## config.mk

```make
export PLATFORM = sky130hd
export DESIGN_NAME = latewrite_sram
export DESIGN_NICKNAME = d
export VERILOG_FILES = /design/src/rtl/lws_pkg.sv /design/src/rtl/lws_ctrl.sv /design/src/rtl/lws_dpath.sv /design/src/rtl/latewrite_sram.sv
export SDC_FILE = /design/constraint.sdc
export NUM_CORES = 2
export LEC_CHECK = 0
export ABC_CLOCK_PERIOD_IN_PS = 4930
export BUFFER_PORTS_ARGS = -buffer_cell sky130_fd_sc_hd__buf_2
export CORE_MARGIN = 4
export CORE_UTILIZATION = 45
export CTS_CLUSTER_SIZE = 16
export DETAILED_ROUTE_END_ITERATION = 16
export GPL_ROUTABILITY_DRIVEN = 0
export PLACE_DENSITY = 0.6
export SYNTH_ARGS = -nofsm -noshare
export SYNTH_HDL_FRONTEND = slang
export SYNTH_SLANG_ARGS = --single-unit
```

## constraint.sdc

```tcl
create_clock -name clk -period 4.93 [get_ports clk]
set_input_delay 0.2465 -clock clk [delete_from_list [all_inputs] [get_ports clk]]
set_output_delay 0.2465 -clock clk [all_outputs]
set_load 0.05 [all_outputs]
```

## src/rtl/lws_pkg.sv

```systemverilog
package lws_pkg;

  // Strobes from control to datapath, valid for the coming rising edge
  // (arrive, commit) or the coming falling edge (rdLatch).
  typedef struct packed {
    logic arrive;   // write data is on dataIn this cycle
    logic commit;   // holding entry goes to the array this edge
    logic rdLatch;  // a read was captured; latch merged word at falling edge
  } lws_strobe_t;

endpackage

```

## src/rtl/lws_ctrl.sv

```systemverilog
module lws_ctrl
  import lws_pkg::*;
#(
  parameter int ADDR_W = 6,
  parameter int LANES  = 4
) (
  input  logic              clk,
  input  logic              rstN,
  input  logic              sel,
  input  logic              wrEn,
  input  logic [LANES-1:0]  laneWe,
  input  logic [ADDR_W-1:0] addr,
  input  logic              sleep,
  output lws_strobe_t       stb,
  output logic [ADDR_W-1:0] commitAddr,
  output logic [LANES-1:0]  commitMask,
  output logic [LANES-1:0]  arriveMask,
  output logic [ADDR_W-1:0] rdAddr,
  output logic [LANES-1:0]  bypassMask,
  output logic              pendValid,
  output logic              sleepReg
);

  logic              accept;
  logic              cmdRd;
  logic [ADDR_W-1:0] cmdAddr;
  logic              wWait;
  logic [ADDR_W-1:0] wAddr;
  logic [LANES-1:0]  wMask;
  logic [ADDR_W-1:0] pendAddr;
  logic [LANES-1:0]  pendMask;
  logic              sameAddr;
  logic              rdHit;

  assign accept = sel & ~sleep;

  always_ff @(posedge clk or negedge rstN) begin
    if (!rstN) begin
      sleepReg  <= 1'b0;
      cmdRd     <= 1'b0;
      cmdAddr   <= '0;
      wWait     <= 1'b0;
      wAddr     <= '0;
      wMask     <= '0;
      pendValid <= 1'b0;
      pendAddr  <= '0;
      pendMask  <= '0;
    end else begin
      sleepReg <= sleep;
      cmdRd    <= accept & ~wrEn;
      if (accept) cmdAddr <= addr;
      wWait    <= accept & wrEn;
      if (accept && wrEn) begin
        wAddr <= addr;
        wMask <= laneWe;
      end
      if (wWait) begin
        pendValid <= 1'b1;
        pendAddr  <= wAddr;
        pendMask  <= sameAddr ? (pendMask | wMask) : wMask;
      end
    end
  end

  always_comb begin
    sameAddr    = pendValid && (pendAddr == wAddr);
    rdHit       = pendValid && (pendAddr == cmdAddr);
    stb.arrive  = wWait;
    stb.commit  = wWait && pendValid && !sameAddr;
    stb.rdLatch = cmdRd;
    commitAddr  = pendAddr;
    commitMask  = pendMask;
    arriveMask  = wMask;
    rdAddr      = cmdAddr;
    bypassMask  = rdHit ? pendMask : '0;
  end

endmodule

```

## src/rtl/lws_dpath.sv

```systemverilog
module lws_dpath
  import lws_pkg::*;
#(
  parameter int ADDR_W = 6,
  parameter int LANES  = 4,
  parameter int LANE_W = 9
) (
  input  logic                    clk,
  input  logic                    rstN,
  input  lws_strobe_t             stb,
  input  logic [ADDR_W-1:0]       commitAddr,
  input  logic [LANES-1:0]        commitMask,
  input  logic [LANES-1:0]        arriveMask,
  input  logic [ADDR_W-1:0]       rdAddr,
  input  logic [LANES-1:0]        bypassMask,
  input  logic [LANES*LANE_W-1:0] dataIn,
  input  logic                    sleepReg,
  input  logic                    outEn,
  output logic [LANES*LANE_W-1:0] dataOut,
  output logic                    dataDrive
);

  localparam int WORD_W = LANES * LANE_W;
  localparam int DEPTH  = 1 << ADDR_W;

  logic [WORD_W-1:0] merged;
  logic [WORD_W-1:0] doutReg;
  logic              rdHeld;

  for (genvar l = 0; l < LANES; l++) begin : g_lane
    logic [LANE_W-1:0] laneMem [DEPTH];
    logic [LANE_W-1:0] pendLane;

    always_ff @(posedge clk) begin
      if (stb.commit && commitMask[l])
        laneMem[commitAddr] <= pendLane;
      if (stb.arrive && arriveMask[l])
        pendLane <= dataIn[l*LANE_W +: LANE_W];
    end

    assign merged[l*LANE_W +: LANE_W] = bypassMask[l] ? pendLane : laneMem[rdAddr];
  end

  always_ff @(negedge clk or negedge rstN) begin
    if (!rstN) begin
      doutReg <= '0;
      rdHeld  <= 1'b0;
    end else begin
      rdHeld <= stb.rdLatch;
      if (stb.rdLatch) doutReg <= merged;
    end
  end

  assign dataDrive = rdHeld & ~sleepReg & outEn;
  assign dataOut   = dataDrive ? doutReg : '0;

endmodule

```

## src/rtl/latewrite_sram.sv

```systemverilog
module latewrite_sram
  import lws_pkg::*;
#(
  parameter int ADDR_W = 6,
  parameter int LANES  = 4,
  parameter int LANE_W = 9
) (
  input  logic                    clk,
  input  logic                    rstN,
  input  logic                    sel,
  input  logic                    wrEn,
  input  logic [LANES-1:0]        laneWe,
  input  logic [ADDR_W-1:0]       addr,
  input  logic [LANES*LANE_W-1:0] dataIn,
  input  logic                    sleep,
  input  logic                    outEn,
  output logic [LANES*LANE_W-1:0] dataOut,
  output logic                    dataDrive
);

  lws_strobe_t       stb;
  logic [ADDR_W-1:0] commitAddr;
  logic [LANES-1:0]  commitMask;
  logic [LANES-1:0]  arriveMask;
  logic [ADDR_W-1:0] rdAddr;
  logic [LANES-1:0]  bypassMask;
  logic              pendValid;
  logic              sleepReg;

  lws_ctrl #(.ADDR_W(ADDR_W), .LANES(LANES)) ctrl_i (
    .clk(clk), .rstN(rstN), .sel(sel), .wrEn(wrEn), .laneWe(laneWe),
    .addr(addr), .sleep(sleep), .stb(stb), .commitAddr(commitAddr),
    .commitMask(commitMask), .arriveMask(arriveMask), .rdAddr(rdAddr),
    .bypassMask(bypassMask), .pendValid(pendValid), .sleepReg(sleepReg)
  );

  lws_dpath #(.ADDR_W(ADDR_W), .LANES(LANES), .LANE_W(LANE_W)) dpath_i (
    .clk(clk), .rstN(rstN), .stb(stb), .commitAddr(commitAddr),
    .commitMask(commitMask), .arriveMask(arriveMask), .rdAddr(rdAddr),
    .bypassMask(bypassMask), .dataIn(dataIn), .sleepReg(sleepReg),
    .outEn(outEn), .dataOut(dataOut), .dataDrive(dataDrive)
  );

endmodule

```

==> results.md <==
* FF+latch count, synth at 2407
* Mapped Area at 93300 µm²
* CP Data Arrival Time at 3.47 ns
* Cells on worst reg2reg path at 9
* Maximum VDD drop at a little over 0.3 mV
* Share of layout cells above drive strength 1 at a little under two fifths
* CP Capture Type: flop
* Slew Viols, Final at 0
* Die Span Y at 463 µm
* Pre-antenna DRT Iters at 6
* DIE AREA at 215000 µm²
* Initial DRC count at 5760
* Total negative slack at -10.49 ns
* Multi-input logic area at between 20000 and 25000 µm²
* Violated checks: negative setup slack
* Worst-Skew Late Latency at about 0.87 ns
* CTS Root Buffer Type: clkbuf_16
* Number of flops mapped to enable cells by yosys at 2340
* Starting Density at 45.4%
* First-pass GRT wire length at 364000 µm
* Pwr Density at between 400 and 500 nW/µm²
* RSZ-0062 raised after global routing: yes
* Final Hold Fails at 0
* Fill count at 15500
* Worst Hold Class: in2reg
* Routed vias at 48100
* H-tree Lvls at 4
* CTS Buf Count at 236
* Register area share after synthesis at 77.1%
* Status: finished, violations left
* Area growth, synth to finish at 20.1%
* Die W at 463 µm
* Via/cell ratio at around 6
* Worst flop-to-flop path endpoint: dpath_i.doutReg[31]$_DFFE_NN0P_
* TritonCTS clock tree: yes
* Post-Syn Instances at roughly 4300
* Maxcap violations at 0
* Rel. slew slack at 12.6%
* Register Area at 72000 µm²
* WS Path Type: reg2reg
* Clock buffer depth at 3
* Largest net degree at the start of global routing at 65
* R2r setup slk at -0.41 ns
* Reg clk slew, reported paths at 0.06 ns
* Post-route DRC at 0
* Netlist cell types at 61
* Num rows at 166
* Worst hold start: dataIn[17]
* Worst Hold End: dpath_i.g_lane[1].pendLane[8]$_DFFE_PP_
* Worst Slack Setup Final at -0.406 ns
* Buffers on Ports at 88
* Layout Utilization at ~55%
* Leak Pwr at 36.3 nW
* Syn Area/Cell at 21.6 µm²
* Async S/R FF share, synth at under 10%
* Hpwl dp at 162000 µm
* Worst clock skew at between 0.1 and 0.15 ns
* DRT Wirelength at 257000 µm
* Antenna viol nets, final at 0
* Mapped Nets at about 4400
* # setup viols final at 36
* Hold depth at 2
* Dpl ws at -0.670 ns
* Most used DFF post-synth: edfxtp_1
* Worst slew pin tran at ~1.3 ns
* Core footprint at around 200000 µm²
* WL per Instance at between 30 and 40 µm
* GRT Overall Usage at a little under a quarter
* CP startpoint kind: flop
* Yosys synthesis warning count at 0
* WHS at 0.0880 ns
* R2r startpoint: ctrl_i.rdAddr[0]$_DFFE_PN0P_
* Critical path fanouts, max at 8
* Final Net Count at 5191
* TritonCTS Sinks at 2407
* Initial antenna violation count at 10
* Worst path required time at 3.06 ns
* Top-Level Pins at 89
* Vias in the first global route at 48000
* Grt ovf at 0
[critical path, cell delays in order, from the launching register on]
cell and delay (ns):
dfrtp_4 0.55, buf_12 0.17, buf_12 0.14, buf_16 0.15, buf_12 0.15, mux4_2 0.44
mux2_4 0.30, o221ai_4 0.26, a2bb2oi_2 0.09, a221o_1 0.33
[metal layers]
| metal | track usage (%) | vias up | routed length, µm |
|---|---|---|---|
| met5 | 0 | - | 0 |
| met4 | 8.93 | 0 | 10800 |
| met3 | 4.68 | 439 | 21400 |
| met2 | 36.8 | 2171 | 121000 |
| met1 | 33.6 | 25800 | 104000 |
| li1 | - | 19700 | - |
[flip-flops by register name (all words and copies together) (netlist names)]
register	count
ctrl_i.wWait	1
ctrl_i.rdAddr	6
ctrl_i.cmdRd	1
dpath_i.rdHeld	1
ctrl_i.arriveMask	4
ctrl_i.commitAddr	6
dpath_i.g_lane.pendLane	36
dpath_i.doutReg	36
ctrl_i.commitMask	4
ctrl_i.sleepReg	1
ctrl_i.wAddr	6
dpath_i.g_lane.laneMem	2304
ctrl_i.pendValid	1
[power by group]
group | internal (mW) | switching (mW)
Combinational | 3.01 | 3.27
Clock | 9.91 | 7.59
Sequential | 22.5 | 0.211
Total | 35.4 | 11.1
[logic make-up (layout without fill, tap and decap cells)]
family | after synthesis | in the layout | synth area share [%]
AOI/OAI and AO/OA | 331 | 331 | 2.47
and+or+nand+nor | 556 | 556 | 2.66
other | 0 | 8 | 0
muxes | 736 | 736 | 16.0
xor gates and xnor gates | 12 | 12 | 0.113
buffers and inverters | 270 | 1300 | 1.64
DFF | 2407 | 2407 | 77.1
[worst max-delay path by stage]
stage / from / end
floorplan: ctrl_i.rdAddr[2]$_DFFE_PN0P_ / dpath_i.doutReg[2]$_DFFE_NN0P_
global placement: ctrl_i.rdAddr[0]$_DFFE_PN0P_ / dpath_i.doutReg[0]$_DFFE_NN0P_
detailed placement: ctrl_i.rdAddr[0]$_DFFE_PN0P_ / dpath_i.doutReg[0]$_DFFE_NN0P_
CTS: ctrl_i.rdAddr[0]$_DFFE_PN0P_ / dpath_i.doutReg[19]$_DFFE_NN0P_
global route: ctrl_i.rdAddr[0]$_DFFE_PN0P_ / dpath_i.doutReg[31]$_DFFE_NN0P_
finish: ctrl_i.rdAddr[0]$_DFFE_PN0P_ / dpath_i.doutReg[31]$_DFFE_NN0P_
[layout make-up]
type | count | area share (%)
tap | 2688 | 3.00
clock inverter | 119 | 0.925
inverter | 19 | 0.0659
timing repair buffer | 840 | 7.27
clock buffer | 322 | 5.79
multi-input combinational | 1635 | 18.7
antenna | 8 | 0.0179
sequential | 2407 | 64.2
[synthesized netlist by cell type, types with 13 or more instances]
| master | n | area [µm²] |
|---|---|---|
| nand2_1 | 107 | 402 |
| buf_2 | 73 | 365 |
| a31oi_1 | 14 | 87.6 |
| buf_6 | 25 | 282 |
| a21oi_1 | 63 | 315 |
| buf_1 | 18 | 67.6 |
| nor3_1 | 24 | 120 |
| nor2_1 | 288 | 1080 |
| and2_1 | 37 | 231 |
| inv_1 | 13 | 48.8 |
| clkbuf_1 | 96 | 360 |
| mux4_2 | 590 | 13300 |
| o21ai_0 | 13 | 65.1 |
| mux2_2 | 41 | 462 |
| nand3_1 | 18 | 90.1 |
| a211oi_1 | 21 | 158 |
| and3_1 | 16 | 100 |
| a22oi_1 | 121 | 908 |
| nor2b_1 | 27 | 169 |
| edfxtp_1 | 2340 | 70300 |
| mux2i_1 | 96 | 961 |
| o22ai_1 | 20 | 125 |
| dfrtp_1 | 30 | 751 |
| dfrtn_1 | 37 | 926 |
| buf_4 | 31 | 233 |
[cells in the final DEF, fill, tap and decap left out, drive strengths merged, types with 7 or more instances in the layout]
cell type / n
edfxtp: 2340
buf: 785
mux4: 599
clkbuf: 328
nor2: 288
a22oi: 121
nand2: 107
clkinv: 100
mux2i: 96
a21oi: 63
dlygate4sd3: 49
mux2: 41
dfrtn: 37
and2: 37
dfrtp: 30
nor2b: 27
nor3: 26
inv: 21
a211oi: 21
o22ai: 20
o21ai: 20
nand3: 19
and3: 16
bufinv: 14
a31oi: 14
o41ai: 12
a21boi: 12
nand2b: 9
o2111ai: 9
diode: 8
xnor2: 8
a2111oi: 8
nor3b: 7
o211ai: 7
[metrics by stage]
stage | total power [mW] | cells | instance area [µm²]
after global routing | 47.9 | 8031 | 112000
after global placement | 28.5 | 7439 | 101000
after CTS | 46.4 | 7976 | 111000
after detailed placement | 28.6 | 7439 | 101000
after floorplan | 26.3 | 4312 | 93300
final | 46.5 | 8038 | 112000
[what timing repair did]
item,CTS,global route
resized for setup,269,142
setup endpoints to repair,68,49
hold buffers,49,0
cloned,8,6
buffers inserted,42,54
hold endpoints to repair,56,0
pin swaps,47,60
Note: power is estimated with default switching activity, not from simulation.
